## src/rtl/csdec_pkg.sv

```systemverilog
package csdec_pkg;

  localparam int CS_NUM   = 4;
  localparam int CS_IDX_W = $clog2(CS_NUM);
  localparam int REG_LSB  = 2;

  typedef struct packed {
    logic [CS_NUM-1:0] sizeLoad;
    logic              lookupFire;
  } ctrl_strobe_t;

endpackage

```

## src/rtl/csdec_ctrl.sv

```systemverilog
module csdec_ctrl
  import csdec_pkg::*;
#(
  parameter int CFG_ADDR_W = 4
) (
  input  logic                  cfgWrEn,
  input  logic [CFG_ADDR_W-1:0] cfgAddr,
  input  logic                  reqValid,
  output ctrl_strobe_t          strobe
);

  localparam int IDX_HI = REG_LSB + CS_IDX_W;

  logic              wordAligned;
  logic              upperClear;
  logic [CS_IDX_W-1:0] regIdx;
  logic [CS_NUM-1:0] loadVec;

  assign wordAligned = (cfgAddr[REG_LSB-1:0] == '0);
  assign regIdx      = cfgAddr[IDX_HI-1:REG_LSB];

  generate
    if (CFG_ADDR_W > IDX_HI) begin : g_upper
      assign upperClear = ~|cfgAddr[CFG_ADDR_W-1:IDX_HI];
    end else begin : g_noUpper
      assign upperClear = 1'b1;
    end
  endgenerate

  // one load strobe per chip select, only for aligned in-range offsets
  generate
    for (genvar g = 0; g < CS_NUM; g++) begin : g_load
      assign loadVec[g] = cfgWrEn && wordAligned && upperClear &&
                          (regIdx == CS_IDX_W'(g));
    end
  endgenerate

  assign strobe.sizeLoad   = loadVec;
  assign strobe.lookupFire = reqValid;

endmodule

```

## src/rtl/csdec_size_bank.sv

```systemverilog
module csdec_size_bank
  import csdec_pkg::*;
#(
  parameter int SIZE_W   = 23,
  parameter int KB_SHIFT = 10,
  parameter int SPAN_W   = SIZE_W + KB_SHIFT + CS_IDX_W
) (
  input  logic                           clk,
  input  logic                           rstN,
  input  ctrl_strobe_t                   strobe,
  input  logic [SIZE_W-1:0]              cfgWrData,
  output logic [CS_NUM-1:0][SIZE_W-1:0]  sizeKb,
  output logic [CS_NUM-1:0][SPAN_W-1:0]  regionBase,
  output logic [CS_NUM-1:0][SPAN_W-1:0]  regionEnd
);

  logic [CS_NUM-1:0][SIZE_W-1:0] sizeQ;
  logic [CS_NUM-1:0][SPAN_W-1:0] spanBytes;

  // all sizes clear on reset; R3: per-register load
  generate
    for (genvar g = 0; g < CS_NUM; g++) begin : g_reg
      always_ff @(posedge clk) begin
        if (!rstN) begin
          sizeQ[g] <= '0;
        end else if (strobe.sizeLoad[g]) begin
          sizeQ[g] <= cfgWrData;
        end
      end

      // KiB units
      assign spanBytes[g] = SPAN_W'({sizeQ[g], {KB_SHIFT{1'b0}}});

      // running sum forms the bases
      if (g == 0) begin : g_first
        assign regionBase[g] = '0;
      end else begin : g_next
        assign regionBase[g] = regionEnd[g-1];
      end
      assign regionEnd[g] = regionBase[g] + spanBytes[g];

      assert_size_load_R3: assert property (@(posedge clk) disable iff (!rstN)
        strobe.sizeLoad[g] |=> (sizeQ[g] == $past(cfgWrData)));

      assert_size_hold_R3: assert property (@(posedge clk) disable iff (!rstN)
        !strobe.sizeLoad[g] |=> $stable(sizeQ[g]));
    end
  endgenerate

  assign sizeKb = sizeQ;

endmodule

```

## src/rtl/csdec_datapath.sv

```systemverilog
module csdec_datapath
  import csdec_pkg::*;
#(
  parameter int ADDR_W = 32,
  parameter int SIZE_W = 23,
  parameter int SPAN_W = 35
) (
  input  logic                           clk,
  input  logic                           rstN,
  input  ctrl_strobe_t                   strobe,
  input  logic [ADDR_W-1:0]              reqAddr,
  input  logic [CS_NUM-1:0][SIZE_W-1:0]  sizeKb,
  input  logic [CS_NUM-1:0][SPAN_W-1:0]  regionBase,
  input  logic [CS_NUM-1:0][SPAN_W-1:0]  regionEnd,
  output logic                           rspValid,
  output logic                           rspMiss,
  output logic [CS_IDX_W-1:0]            rspCs,
  output logic [ADDR_W-1:0]              rspOffset
);

  localparam int CMP_W = (ADDR_W > SPAN_W) ? ADDR_W : SPAN_W;

  logic [CMP_W-1:0]    addrExt;
  logic [CS_NUM-1:0]   belowEnd;
  logic [CS_IDX_W-1:0] selIdx;
  logic                missNow;
  logic [ADDR_W-1:0]   offsetNow;

  assign addrExt = CMP_W'(reqAddr);

  generate
    for (genvar g = 0; g < CS_NUM; g++) begin : g_cmp
      assign belowEnd[g] = addrExt < CMP_W'(regionEnd[g]);
    end
  endgenerate

  // lowest region whose end lies above the address; empty ones never win
  always_comb begin
    selIdx = '0;
    for (int i = CS_NUM - 1; i >= 0; i--) begin
      if (belowEnd[i]) selIdx = CS_IDX_W'(i);
    end
  end

  assign missNow   = !belowEnd[CS_NUM-1];
  assign offsetNow = reqAddr - regionBase[selIdx][ADDR_W-1:0];

  always_ff @(posedge clk) begin
    if (!rstN) begin
      rspValid  <= 1'b0;
      rspMiss   <= 1'b0;
      rspCs     <= '0;
      rspOffset <= '0;
    end else begin
      rspValid <= strobe.lookupFire;
      rspMiss  <= strobe.lookupFire && missNow;
      if (strobe.lookupFire && !missNow) begin
        rspCs     <= selIdx;
        rspOffset <= offsetNow;
      end
    end
  end

  assert_valid_rise_R7: assert property (@(posedge clk) disable iff (!rstN)
    strobe.lookupFire |=> rspValid);

  assert_valid_fall_R7: assert property (@(posedge clk) disable iff (!rstN)
    !strobe.lookupFire |=> !rspValid && !rspMiss);

  assert_miss_hold_R5: assert property (@(posedge clk) disable iff (!rstN)
    (rspValid && rspMiss) |-> ($stable(rspCs) && $stable(rspOffset)));

  assert_empty_skipped_R4: assert property (@(posedge clk) disable iff (!rstN)
    (strobe.lookupFire && !missNow) |-> (sizeKb[selIdx] != '0));

  assert_offset_inside_R6: assert property (@(posedge clk) disable iff (!rstN)
    (strobe.lookupFire && !missNow) |->
      (addrExt >= CMP_W'(regionBase[selIdx])) &&
      (addrExt <  CMP_W'(regionEnd[selIdx])));

  assert_empty_stack_R8: assert property (@(posedge clk) disable iff (!rstN)
    (strobe.lookupFire && (regionEnd[CS_NUM-1] == '0)) |=> rspMiss);

endmodule

```

## src/rtl/stacked_cs_decoder.sv

```systemverilog
module stacked_cs_decoder
  import csdec_pkg::*;
#(
  parameter int ADDR_W     = 32,
  parameter int SIZE_W     = 23,
  parameter int KB_SHIFT   = 10,
  parameter int CFG_ADDR_W = 4
) (
  input  logic                  clk,
  input  logic                  rstN,
  input  logic                  cfgWrEn,
  input  logic [CFG_ADDR_W-1:0] cfgAddr,
  input  logic [SIZE_W-1:0]     cfgWrData,
  input  logic                  reqValid,
  input  logic [ADDR_W-1:0]     reqAddr,
  output logic                  rspValid,
  output logic                  rspMiss,
  output logic [CS_IDX_W-1:0]   rspCs,
  output logic [ADDR_W-1:0]     rspOffset
);

  localparam int SPAN_W = SIZE_W + KB_SHIFT + CS_IDX_W;

  ctrl_strobe_t                  strobe;
  logic [CS_NUM-1:0][SIZE_W-1:0] sizeKb;
  logic [CS_NUM-1:0][SPAN_W-1:0] regionBase;
  logic [CS_NUM-1:0][SPAN_W-1:0] regionEnd;

  csdec_ctrl #(
    .CFG_ADDR_W (CFG_ADDR_W)
  ) u_ctrl (
    .cfgWrEn  (cfgWrEn),
    .cfgAddr  (cfgAddr),
    .reqValid (reqValid),
    .strobe   (strobe)
  );

  csdec_size_bank #(
    .SIZE_W   (SIZE_W),
    .KB_SHIFT (KB_SHIFT),
    .SPAN_W   (SPAN_W)
  ) u_bank (
    .clk        (clk),
    .rstN       (rstN),
    .strobe     (strobe),
    .cfgWrData  (cfgWrData),
    .sizeKb     (sizeKb),
    .regionBase (regionBase),
    .regionEnd  (regionEnd)
  );

  csdec_datapath #(
    .ADDR_W (ADDR_W),
    .SIZE_W (SIZE_W),
    .SPAN_W (SPAN_W)
  ) u_dp (
    .clk        (clk),
    .rstN       (rstN),
    .strobe     (strobe),
    .reqAddr    (reqAddr),
    .sizeKb     (sizeKb),
    .regionBase (regionBase),
    .regionEnd  (regionEnd),
    .rspValid   (rspValid),
    .rspMiss    (rspMiss),
    .rspCs      (rspCs),
    .rspOffset  (rspOffset)
  );

endmodule

```

## config.mk

```make
export PLATFORM = sky130hd
export DESIGN_NAME = stacked_cs_decoder
export DESIGN_NICKNAME = d
export VERILOG_FILES = /design/src/rtl/csdec_pkg.sv /design/src/rtl/csdec_ctrl.sv /design/src/rtl/csdec_size_bank.sv /design/src/rtl/csdec_datapath.sv /design/src/rtl/stacked_cs_decoder.sv
export SDC_FILE = /design/constraint.sdc
export NUM_CORES = 1
export LEC_CHECK = 0
export BUFFER_PORTS_ARGS = -buffer_cell sky130_fd_sc_hd__buf_2
export CORE_ASPECT_RATIO = 1.5
export CORE_MARGIN = 2
export CORE_UTILIZATION = 60
export CTS_BUF_LIST = sky130_fd_sc_hd__clkbuf_2
export CTS_CLUSTER_SIZE = 10
export DETAILED_ROUTE_END_ITERATION = 12
export PLACE_DENSITY = 0.76
export SKIP_LAST_GASP = 1
export SLEW_MARGIN = 20
export SYNTH_ARGS = -nofsm -noshare
export SYNTH_HDL_FRONTEND = slang
export SYNTH_SLANG_ARGS = --single-unit
```

## constraint.sdc

```tcl
create_clock -name clk -period 16.65 [get_ports clk]
set_input_delay 1.665 -clock clk [delete_from_list [all_inputs] [get_ports clk]]
set_output_delay 1.665 -clock clk [all_outputs]
set_load 0.02 [all_outputs]
```

# Word-level counts from Yosys, hierarchy flattened

Cells that the tools add are included.

Output and inout bits: 36
Input bits: 63
Bits in registers: 128
Logic and storage cells: 36

Eq/ne operators: 3
Multiplexer cells: 6
Reduce and logical (&&, ||, !) cells: 10
$lt $le $gt $ge: 5
Add/sub/neg operators: 4

Operators by type and width:

| kind                 | number |
|---|---|
| $add A35 B33 Y35     | 2 |
| $bmux W35 S2         | 1 |
| $lt A32 B35 Y1       | 2 |
| $add A33 B33 Y34     | 1 |
| $lt A32 B34 Y1       | 1 |
| $lt A32 B33 Y1       | 1 |
| $mux W32             | 1 |
| $sub A32 B32 Y32     | 1 |
| $mux W2              | 4 |
| $logic_and A1 B1 Y1  | 7 |
| $eq A2 B2 Y1 const B | 2 |
| $logic_not A2 Y1     | 2 |
| $lt A2 B3 Y1 const B | 1 |
| $eq A2 B1 Y1 const B | 1 |
| $logic_not A1 Y1     | 1 |

# Depth between registers and ports, before layout

Gate-level depths: netlist (run 1).

Depth after elaboration: 11
Gate-level depth with buffers: 48
Depth with buffers taken out: 46

# Hierarchy

A second synthesis (run 1) with hierarchy kept.

Cells, all modules: 1829
Area total of the unflattened synthesis: 15292.2 µm²

Modules (own cells, without submodules):

| module          | times used | sequential area each (µm²) | cells an instance | area an instance (µm²) |
|---|---|---|---|---|
| csdec_size_bank | 1          | 1841.8                     | 921               | 8172.8 |
| csdec_datapath  | 1          | 720.7                      | 902               | 7046.8 |
| csdec_ctrl      | 1          | 0.0                        | 6                 | 72.6 |

# Worst setup path after synthesis (run 1)

OpenSTA, ideal clock, no wires.

Path type: reg2reg
From: register u_bank.sizeQ (netlist bit u_bank.sizeKb[0])
To: register u_dp.rspOffset[31]
Arrival: 9107 ps
Cell stages (with the launch flop): 46
Setup time: 122 ps
Buffers on the path: 1
Clock period less this slack: 9229 ps
Data required time: 16528 ps
Path slack: 7421 ps
Cells stage by stage: dfxtp_1 ha_1 fa_1 a21o_1 a21oi_2 o21ai_1 a311oi_2 nand2b_1 o21ai_0 a211oi_1 nor2_1 ha_1 and3_1 nand2_1 o221a_2 o31ai_2 a21oi_1 o21bai_1 [... 10 more ...] o211a_1 o221ai_4 buf_4 nand3_1 a21o_1 a21bo_2 ha_1 nor2b_1 o21ai_0 a21oi_1 o211ai_1 a31oi_1 a41o_1 a21o_1 a31o_2 and4_1 o211a_1 a311o_1

Cells in the longest elaborated chain, start to end: 11

RTL lines:

| element                          | line                  | source |
|---|---|---|
| start: declaration               | csdec_size_bank.sv:17 | `logic [CS_NUM-1:0][SIZE_W-1:0] sizeQ;` |
| start signal: indexed assignment | csdec_size_bank.sv:27 | `sizeQ[g] <= cfgWrData;` |
| $add A33 B33 Y34                 | csdec_size_bank.sv:40 | `assign regionEnd[g] = regionBase[g] + spanBytes[g];` |
| $add A35 B33 Y35 (2 in series)   | csdec_size_bank.sv:40 |  |
| $lt A32 B35 Y1                   | csdec_datapath.sv:33  | `assign belowEnd[g] = addrExt < CMP_W'(regionEnd[g]);` |
| $mux W2 (4 in series)            | csdec_datapath.sv:41  | `if (belowEnd[i]) selIdx = CS_IDX_W'(i);` |
| $bmux W35 S2                     | csdec_datapath.sv:46  | `assign offsetNow = reqAddr - regionBase[selIdx][ADDR_W-1:0];` |
| $mux W32 (implied by the code)   | csdec_datapath.sv:46  |  |
| $sub A32 B32 Y32                 | csdec_datapath.sv:46  |  |
| end signal: assignment           | csdec_datapath.sv:59  | `rspOffset <= offsetNow;` |
| end: declaration                 | csdec_datapath.sv:18  | `output logic [ADDR_W-1:0] rspOffset` |

Several ways; a longest one is shown, not always the timed one. The select of a mux whose other input is x is not followed.
A chain may end at the register's enable or synchronous reset.

# Worst setup path after layout (run 1)

Ends and elaborated chain as after synthesis.

==> metrics.md, run 1 <==
| Metric | Value |
|---|---|
| Place WS | `6.172 ns` |
| Number of global-route vias before repair | `10260` |
| RSZ-0062 raised after global routing | `no` |
| Drt drc | `0` |
| Initial Utilization | `0.6106` |
| Status | `complete, no violations` |
| Most common cell after layout, fill and taps aside | `nand2_1` |
| Die Wd | `115.9 um` |
| Remaining Overflow, GRT | `0` |
| Grt met2 use | `0.5370` |
| Reg clk slew, reported paths | `0.20 ns` |
| CTS Buffer Depth | `2` |
| Crit path DAT | `11.33 ns` |
| Mapped Area | `approximately 0.011 mm2` |
| Drt first-iter violations | `865` |
| Syn Inst Count | `between 1000 and 1500` |
| Final setup fails | `0` |
| Post CTS Setup Buffer Count | `0` |
| Ys async rst share | `0` |
| Initial DRT Pass Iterations | `7` |
| EDFF count, synth | `0` |
| Final core utilization | `0.6587` |
| CTS root buf | `clkbuf_2` |
| Yosys cell types | `80` |
| Leak | `between 5 and 6 nW` |
| Total track usage | `0.3188` |
| H-tree depth | `4` |
| Main flop type after synthesis | `dfxtp_1` |
| Period utilization | `0.6387` |
| Fin nets | `1762` |
| Fin crit period | `about 11 ns` |
| Core area | `0.01847 mm2` |
| Setup ws final | `between 6 and 7 ns` |
| Cell-internal power | `0.4645 mW` |
| DRT antenna net count | `0` |
| Die height | `171.9 um` |
| WL/cell | `approximately 18 um` |
| Via Count | `10760` |
| Detailed Route WL | `31240 um` |
| Clock Power Share | `0.306` |
| Combinational share of power | `0.236` |
| Cts bufs inserted | `17` |
| Sequential share of the synthesized area | `0.2272` |
| PortBufs | `~100` |
| First-pass GRT wire length | `49540 um` |
| F_max | `0.09404 GHz` |
| Switching Fraction | `0.3403` |
| VDD IR max | `0.00005128 V` |
| Max-slew violations | `0` |
| Critical path fanouts, max | `19` |
| Final hold vios | `0` |
| Mapped Avg Cell Area | `7.804 um2` |
| Layout cell share with drive strength beyond 1 | `0.1053` |
| Slew HR | `0.2326` |
| Die ar. | `between 0.015 and 0.02 mm2` |
| CTS tree | `yes` |
| Max-capacitance violation count | `0` |
| Psw | `0.2397 mW` |
| Crit-path max cell delay | `approximately 0.73 ns` |
| Synth Net Count | `between 1500 and 2000` |
| Post-CTS resize count | `0` |
| CP startpoint kind | `flip-flop` |
| Pin count of the biggest net entering global routing | `89` |
| Setup Skew | `slightly below 0.06 ns` |
| Critical Path Sink Type | `flip-flop` |
| GR Util met1 | `0.3958` |
| HP Class | `flip-flop to flip-flop` |
| Grt met3 use | `0.04942` |
| Antenna violations before repair | `1` |
| Clk_lat worst skew | `0.83 ns` |
| Ys Warns | `0` |
| Commonest non-fill, non-tap cells in the layout | `nand2_1, a21oi_1, ha_1, dfxtp_1, buf_2` |
| Row count | `61` |
| Share of power burned in registers | `0.459` |
| # clock sinks | `128` |
| Slowest CP cell | `and3_1` |
| Critical path required time | `17.35 ns` |
| GR peak layer | `met2` |
| Syn-to-layout area delta | `7.877%` |
| Number of synthesized register bits | `~130` |
| Tightest Pin Transition | `1.139 ns` |
| Cts hold-fix bufs | `0` |
| Final HPWL DP | `around 25000 um` |
| Vias per cell | `just over 6` |
| PD cells | `57.88 mW/mm2` |
| Ports | `99` |
| Setup TNS | `0 ns` |
| CP most frequent cell | `ha_1` |
| Crit Path Class | `flip-flop to flip-flop` |
| Placer Congestion | `about 1` |
## final timing paths
check	from	to	slack, ns	depth (start not counted)
min	u_dp.rspCs[1]	u_dp.rspCs[1]	0.47	2
max	u_bank.sizeKb[0]	u_dp.rspOffset[31]	6.02	41
max reg2reg	u_bank.sizeKb[0]	u_dp.rspOffset[31]	6.02	41
min reg2reg	u_dp.rspCs[1]	u_dp.rspCs[1]	0.47	2
## final cells by class
type | count | area [um2]
Multi-Input combinational cell | 1181 | 8192
Fill cell | 1693 | 6305
Sequential cell | 128 | 2562
Timing Repair Buffer | 100 | 505.5
Inverter | 90 | 339.1
Tap cell | 252 | 315.3
Clock inverter | 13 | 163.9
Clock buffer | 17 | 85.08
Antenna cell | 1 | 2.502
## power groups by stage
stage               Clock [mW]  Combinational (mW)  Sequential, mW
floorplan                    0               0.106           0.337
global placement             0               0.161           0.329
detailed placement           0               0.164           0.329
CTS                      0.220               0.165           0.323
global route             0.231               0.185           0.325
finish                   0.215               0.166           0.323
## metrics by stage
step / hold WS (ns) / std cells / cell area, um2 / power, mW
2_1_floorplan: 0.4406 / 1445 / 11280 / 0.4429
3_3_place_gp: 0.4463 / 1751 / 11910 / 0.4898
3_5_place_dp: 0.4499 / 1751 / 11910 / 0.4933
4_1_cts: 0.4729 / 1781 / 12160 / 0.7079
5_1_grt: 0.4942 / 1782 / 12170 / 0.7412
6_report: 0.4731 / 1782 / 12170 / 0.7042
## state kept, by name, indices dropped and copies added (netlist names)
signal / count
u_dp.rspOffset: 32
u_bank.sizeKb: 92
u_dp.rspCs: 2
u_dp.rspMiss: 1
u_dp.rspValid: 1
## cell families after synthesis
logic type,share of synthesized area
AOI/OAI and AO/OA,0.2660
xor gates and xnor gates,0.05747
adders and majority gates,0.2035
buffers and inverters,0.04782
DFF,0.2272
muxes,0.02585
and+or+nand+nor,0.1722
## worst max-delay path: cells and delay by family (launching register included)
| kind | cells | cell delay (ns) |
|---|---|---|
| adders and majority gates | 6 | 2.02 |
| DFF | 1 | 0.38 |
| and+or+nand+nor | 7 | 1.75 |
| AOI/OAI and AO/OA | 26 | 5.98 |
| xor gates and xnor gates | 2 | 0.43 |
## cells in the mapped netlist, types with 15 or more instances
master	n	area, um2
o21ai_0	42	210.2
nand2b_1	20	125.1
xnor2_1	46	402.9
nand3_1	18	90.09
nor3_1	17	85.08
a21o_1	48	360.4
nor2_1	69	259.0
dfxtp_1	128	2562
xor2_1	28	245.2
a21oi_1	211	1056
nand2_1	239	897.1
o21a_1	16	120.1
inv_1	89	334.1
ha_1	177	2215
a211oi_1	15	112.6
clkbuf_1	36	135.1
mux2i_1	28	280.3
a22o_1	19	166.4
nand4_1	15	93.84
## metal layers
metal / part of all wire / wire, um
met5: 0 / 0
met4: 0.045 / 1399
met1: 0.43 / 13590
met3: 0.058 / 1808
met2: 0.46 / 14440
Note: power is estimated with default switching activity, not from simulation.
==> inputs of run 2 (changes only) <==
- ABC_AREA: default -> 1
- clock period: 16.65 -> 11 ns (I/O delays scaled with it)
==> run 2 against run 1 <==
- setup slack lost 5.1 ns
- cell area grew 1.8%
- combinational power grew to 2.6 times the previous value
- synthesized area grew 1.7%
- global-route usage grew 5.3 points
- core utilization grew 0.64 points
- clock skew shrank 0.016 ns
- critical path type unchanged
==> metrics.md, run 2 <==
| Metric | Value |
|---|---|
| Status | `complete, no violations` |
| CP bufs+invs | `7` |
| Most common cell after layout, fill and taps aside | `nand2_1` |
| Top Family by Delay on Critical Path | `compound AO/OA/AOI/OAI gates` |
| Detailed Route WL | `36510 um` |
| Layout cell share with drive strength beyond 1 | `0.1007` |
| Mapped Avg Cell Area | `6.913 um2` |
| Critical Path Sink Type | `flip-flop` |
| Crit-path max cell delay | `a little over 0.5 ns` |
| Ys async rst share | `0` |
| Total track usage | `0.3719` |
| CP startpoint kind | `flip-flop` |
| CTS tree | `yes` |
| WHS | `0.4699 ns` |
| Syn-to-layout area delta | `7.997%` |
| Row count | `61` |
| HP Class | `flip-flop to flip-flop` |
| Yosys cell types | `52` |
| Cts hold-fix bufs | `0` |
| Mapped Area | `0.01147 mm2` |
| Fin nets | `1978` |
| Max reg flops | `92` |
| Synth Net Count | `1903` |
| Worst r2r path cells | `56` |
| Main flop type after synthesis | `dfxtp_1` |
| Cts bufs inserted | `17` |
| Register area | `0.002562 mm2` |
| Slack of the worst reg-to-reg path | `0.95 ns` |
| Die height | `173.3 um` |
| Crit path DAT | `10.77 ns` |
| Drt drc | `0` |
| Hold endpoint | `u_bank.sizeKb[76]` |
| Worst setup path startpoint | `u_bank.sizeKb[0]` |
| Tightest Pin Transition | `0.9661 ns` |
| Setup TNS | `0 ns` |
| Pin count of the biggest net entering global routing | `72` |
| Antenna violations before repair | `2` |
| Most frequent cell after synthesis | `nand2_1` |
| Sequential share of the synthesized area | `0.2234` |
| Final hold vios | `0` |
| Syn Inst Count | `1659` |
| VDD IR max | `0.00008495 V` |
| Leading post-synthesis cells by cell area | `dfxtp_1, ha_1, a21oi_1` |
| Die ar. | `between 0.02 and 0.025 mm2` |
| Remaining Overflow, GRT | `0` |
| CTS Buffer Depth | `2` |
| F_max | `0.09950 GHz` |
| Fillers | `1814` |
| Max-slew violations | `0` |
| Number of synthesized register bits | `128` |
| Crit Path Class | `flip-flop to flip-flop` |
| Cell taking the most area after synthesis | `dfxtp_1` |
| WL/cell | `18.26 um` |
| H-tree depth | `4` |
| DRT antenna net count | `0` |
| PD cells | `105.3 mW/mm2` |
| CP most frequent cell | `nand2_1` |
| Setup Skew | `0.04168 ns` |
| Period utilization | `0.9136` |
| Ys Warns | `0` |
| Drt first-iter violations | `944` |
| Multi-input logic area | `0.007890 mm2` |
| Start point of the worst hold path | `u_bank.sizeKb[76]` |
| Slew HR | `0.3552` |
| Vias per cell | `5.782` |
| FF-to-FF Start | `u_bank.sizeKb[0]` |
| Core area | `between 0.015 and 0.02 mm2` |
| # clock sinks | `128` |
| EDFF count, synth | `0` |
| Leak | `about 6.1 nW` |
| Reg clk slew, reported paths | `~0.22 ns` |
| Hold path depth | `2` |
| Initial Utilization | `0.6158` |
| Worst R2R End | `u_dp.rspOffset[31]` |
| Critical path required time | `11.72 ns` |
| Critical path fanouts, max | `40` |
| Initial DRT Pass Iterations | `8` |
| Number of global-route vias before repair | `around 11000` |
| Ports | `approximately 100` |
| Commonest cells in the netlist | `nand2_1, a21oi_1, inv_1, nor2_1, ha_1` |
| Clk_lat worst skew | `0.82 ns` |
| Die Wd | `approximately 120 um` |
| CTS root buf | `clkbuf_2` |
| RSZ-0062 raised after global routing | `no` |
| First-pass GRT wire length | `a little under 60000 um` |
| Area share of the largest cell type after synthesis | `0.2234` |
| Placer Congestion | `0.9678` |
| Fin crit period | `approximately 10 ns` |
| Max-capacitance violation count | `0` |
| Final setup fails | `0` |
| Slowest CP cell | `o21ai_0` |
| Final HPWL DP | `28680 um` |
| Commonest non-fill, non-tap cells in the layout | `nand2_1, inv_1, a21oi_1, nor2_1, ha_1` |
| PortBufs | `98` |
| Via Count | `11560` |
| Post CTS Setup Buffer Count | `0` |
## run 2: changes by cell type after synthesis, moves of 28 or more
| cell | before | now |
|---|---|---|
| nor2_1 | 69 | 185 |
| o21ai_0 | 42 | 165 |
| mux2i_1 | 28 | 0 |
| inv_1 | 89 | 204 |
| a21o_1 | 48 | 9 |
| nand3_1 | 18 | 50 |
## run 2: kinds of logic (layout without fill, tap and decap cells)
group	after synthesis	after routing	synth area share
xor gates and xnor gates	81	81	0.06186
buffers and inverters	256	344	0.08946
adders and majority gates	181	181	0.2001
and+or+nand+nor	555	555	0.2033
DFF	128	128	0.2234
AOI/OAI and AO/OA	458	458	0.2219
other	0	1	0
## run 2: area by class of cell
class	instances	share of cell area
Antenna cell	1	0.0002020
Clock buffer	21	0.008486
Clock inverter	11	0.01515
Inverter	207	0.06294
Multi-Input combinational cell	1275	0.6370
Sequential cell	128	0.2069
Tap cell	252	0.02546
Timing Repair Buffer	105	0.04384
## run 2: how the worst max path moves through the flow
stage | end | cells past startpoint
finish | u_dp.rspOffset[31] | 56
global route | u_dp.rspOffset[31] | 56
CTS | u_dp.rspOffset[31] | 56
detailed placement | u_dp.rspOffset[31] | 56
global placement | u_dp.rspOffset[31] | 56
floorplan | u_dp.rspOffset[31] | 57
## run 2: per-layer routing
layer  global-route usage  routed length, um
met5                    0                 13
met4               0.2632               3006
met2               0.6334              17770
met3              0.06643               1917
met1               0.4052              13810
## run 2: timing repair
| item | 4_1_cts | 5_1_grt |
|---|---|---|
| setup endpoints to repair | 0 | 1 |
| hold endpoints to repair | 0 | 0 |
| resized for setup | 0 | 2 |
## run 2: worst reg2reg max path: cells and delay by family, from the launching register on
kind,cells,cell delay [ns]
adders and majority gates,6,1.68
buffers and inverters,7,0.85
xor gates and xnor gates,4,0.94
DFF,1,0.39
and+or+nand+nor,18,1.67
AOI/OAI and AO/OA,21,4.44
## run 2: power by group
group	internal [mW]	switching, mW	leakage (nW)
combinational	0.148	0.282	4.89
sequential	0.489	0.0146	1.04
clock	0.175	0.195	0.172
## run 2: metrics by stage
step           utilization  instance area [um2]  cells  setup WS, ns  total power, mW
2_1_floorplan            -                11470   1659         3.050           0.8229
3_3_place_gp        0.6491                12090   1967         1.479           0.9251
3_5_place_dp        0.6491                12090   1967         1.108           0.9337
4_1_cts             0.6648                12380   1999         1.034            1.299
5_1_grt             0.6651                12390   2000       0.02498            1.379
6_report            0.6651                12390   2000        0.9499            1.304
==> inputs of run 3 (changes only) <==
- MAX_ROUTING_LAYER: default -> met4
==> run 3 against run 2 <==
- die area unchanged
- clock power increased by 2%
- combinational power about the same
- largest cell class unchanged
- sequential share of layout area about the same
- setup slack improved by 0.092 ns
- critical endpoint is now u_dp.rspOffset[30]
- highest routed layer is now met4
==> metrics.md, run 3 (synthesis gave the netlist of run 2 again) <==
| Metric | Value |
|---|---|
| Die ar. | `0.02026 mm2` |
| Drt first-iter violations | `925` |
| Cts bufs inserted | `17` |
| Non-filler cells, final | `2000` |
| WL/cell | `roughly 18 um` |
| RSZ-0062 raised after global routing | `no` |
| Leak | `6.103 nW` |
| Pin count of the biggest net entering global routing | `70` |
| CTS Buffer Depth | `2` |
| Fin crit period | `9.959 ns` |
| Final setup fails | `0` |
| Final core utilization | `0.6652` |
| Remaining Overflow, GRT | `0` |
| Detailed Route WL | `35940 um` |
| DRT antenna net count | `0` |
| CTS tree | `yes` |
| Dpl cells | `1966` |
| Commonest non-fill, non-tap cells in the layout | `nand2_1, inv_1, a21oi_1, nor2_1, ha_1` |
| # clock sinks | `128` |
| Final HPWL DP | `28600 um` |
| VDD IR max | `0.00006973 V` |
| Number of global-route vias before repair | `10950` |
| H-tree depth | `4` |
| Drt drc | `0` |
| Setup Skew | `0.05436 ns` |
| Crit path DAT | `10.70 ns` |
| Initial Utilization | `0.6158` |
| Most common cell after layout, fill and taps aside | `nand2_1` |
| Critical path required time | `11.75 ns` |
| Reg clk slew, reported paths | `0.22 ns` |
| Final hold vios | `0` |
| Max-slew violations | `0` |
| Clk_lat worst skew | `0.84 ns` |
| Core area | `0.01862 mm2` |
| Antenna violations before repair | `1` |
| Via Count | `11500` |
| Total track usage | `0.3694` |
| Vias per cell | `5.749` |
| Total power draw | `between 1 and 1.5 mW` |
| PortBufs | `roughly 100` |
| Status | `complete, no violations` |
| Die Wd | `roughly 120 um` |
| Ports | `between 90 and 100` |
| Critical path fanouts, max | `21` |
| Post CTS Setup Buffer Count | `0` |
| Period utilization | `0.9053` |
| CP most frequent cell | `nand2_1` |
| CP startpoint kind | `flip-flop` |
| Setup TNS | `0 ns` |
| Top Family by Delay on Critical Path | `compound AO/OA/AOI/OAI gates` |
| Initial DRT Pass Iterations | `6` |
| Crit Path Class | `flip-flop to flip-flop` |
| Slowest CP cell | `nor2_1` |
| CTS root buf | `clkbuf_2` |
| PD cells | `105.9 mW/mm2` |
| HP Class | `flip-flop to flip-flop` |
| Syn-to-layout area delta | `8.018%` |
| Die height | `173.3 um` |
| Placer Congestion | `0.9757` |
| Tightest Pin Transition | `1.081 ns` |
| CP bufs+invs | `3` |
| Max reg flops | `92` |
| Crit-path max cell delay | `between 0.5 and 0.6 ns` |
| Row count | `61` |
| Fin nets | `1977` |
| F_max | `0.1004 GHz` |
| Layout cell share with drive strength beyond 1 | `0.09966` |
| Slew HR | `0.2792` |
| First-pass GRT wire length | `roughly 56000 um` |
| Max-capacitance violation count | `0` |
| Critical Path Sink Type | `flip-flop` |
## run 3: worst paths after layout
path,start,endpoint,slack (ns),cells after the start
max,u_bank.sizeKb[2],u_dp.rspOffset[30],1.04,51
max reg2reg,u_bank.sizeKb[2],u_dp.rspOffset[30],1.04,51
min reg2reg,u_bank.sizeKb[90],u_bank.sizeKb[90],0.47,2
min,u_bank.sizeKb[90],u_bank.sizeKb[90],0.47,2
## run 3: layout make-up
type	instances	area (um2)
antenna	2	5.005
clock buffer	17	85.08
clock inverter	15	215.2
fill	1798	6235
inverter	207	779.5
multi-input combinational	1275	7890
sequential	128	2562
tap	252	315.3
timing repair buffer	104	535.5
## run 3: repair_timing
item,CTS,global route
hold buffers,0,0
gates resized for setup,0,2
endpoints found under the setup margin,0,1
## run 3: worst register-to-register path, delay by kind of cell (launching register included)
family | cells | cell delay (ns)
AO/OA/AOI/OAI | 17 | 3.42
adder cells (fa/ha/maj) | 6 | 2.01
AND/OR/NAND/NOR | 21 | 3.00
flip-flops | 1 | 0.44
XOR/XNOR | 4 | 0.77
buffers and inverters | 3 | 0.24
## run 3: routing by layer
layer	track usage	vias to the layer above	routed length, um
met5	-	-	0
met4	0.2627	0	3013
met3	0.05140	162	1739
met2	0.6224	407	17650
met1	0.3859	5166	13530
li1	-	5763	-
## run 3: power by group
part           leakage, nW  internal, mW  switching (mW)
Sequential            1.04         0.489          0.0147
Combinational         4.89         0.148           0.282
Clock                0.174         0.172           0.206
Total                 6.10         0.810           0.502
## run 3: through the flow
| stage | setup slack, ns | cell area [um2] | hold slack (ns) |
|---|---|---|---|
| 6_report | 1.041 | 12390 | 0.4673 |
| 5_1_grt | 0.1499 | 12390 | 0.4861 |
| 4_1_cts | 1.104 | 12380 | 0.4659 |
| 3_5_place_dp | 1.143 | 12080 | 0.4418 |
| 3_3_place_gp | 1.450 | 12080 | 0.4393 |
| 2_1_floorplan | 3.050 | 11470 | 0.4280 |
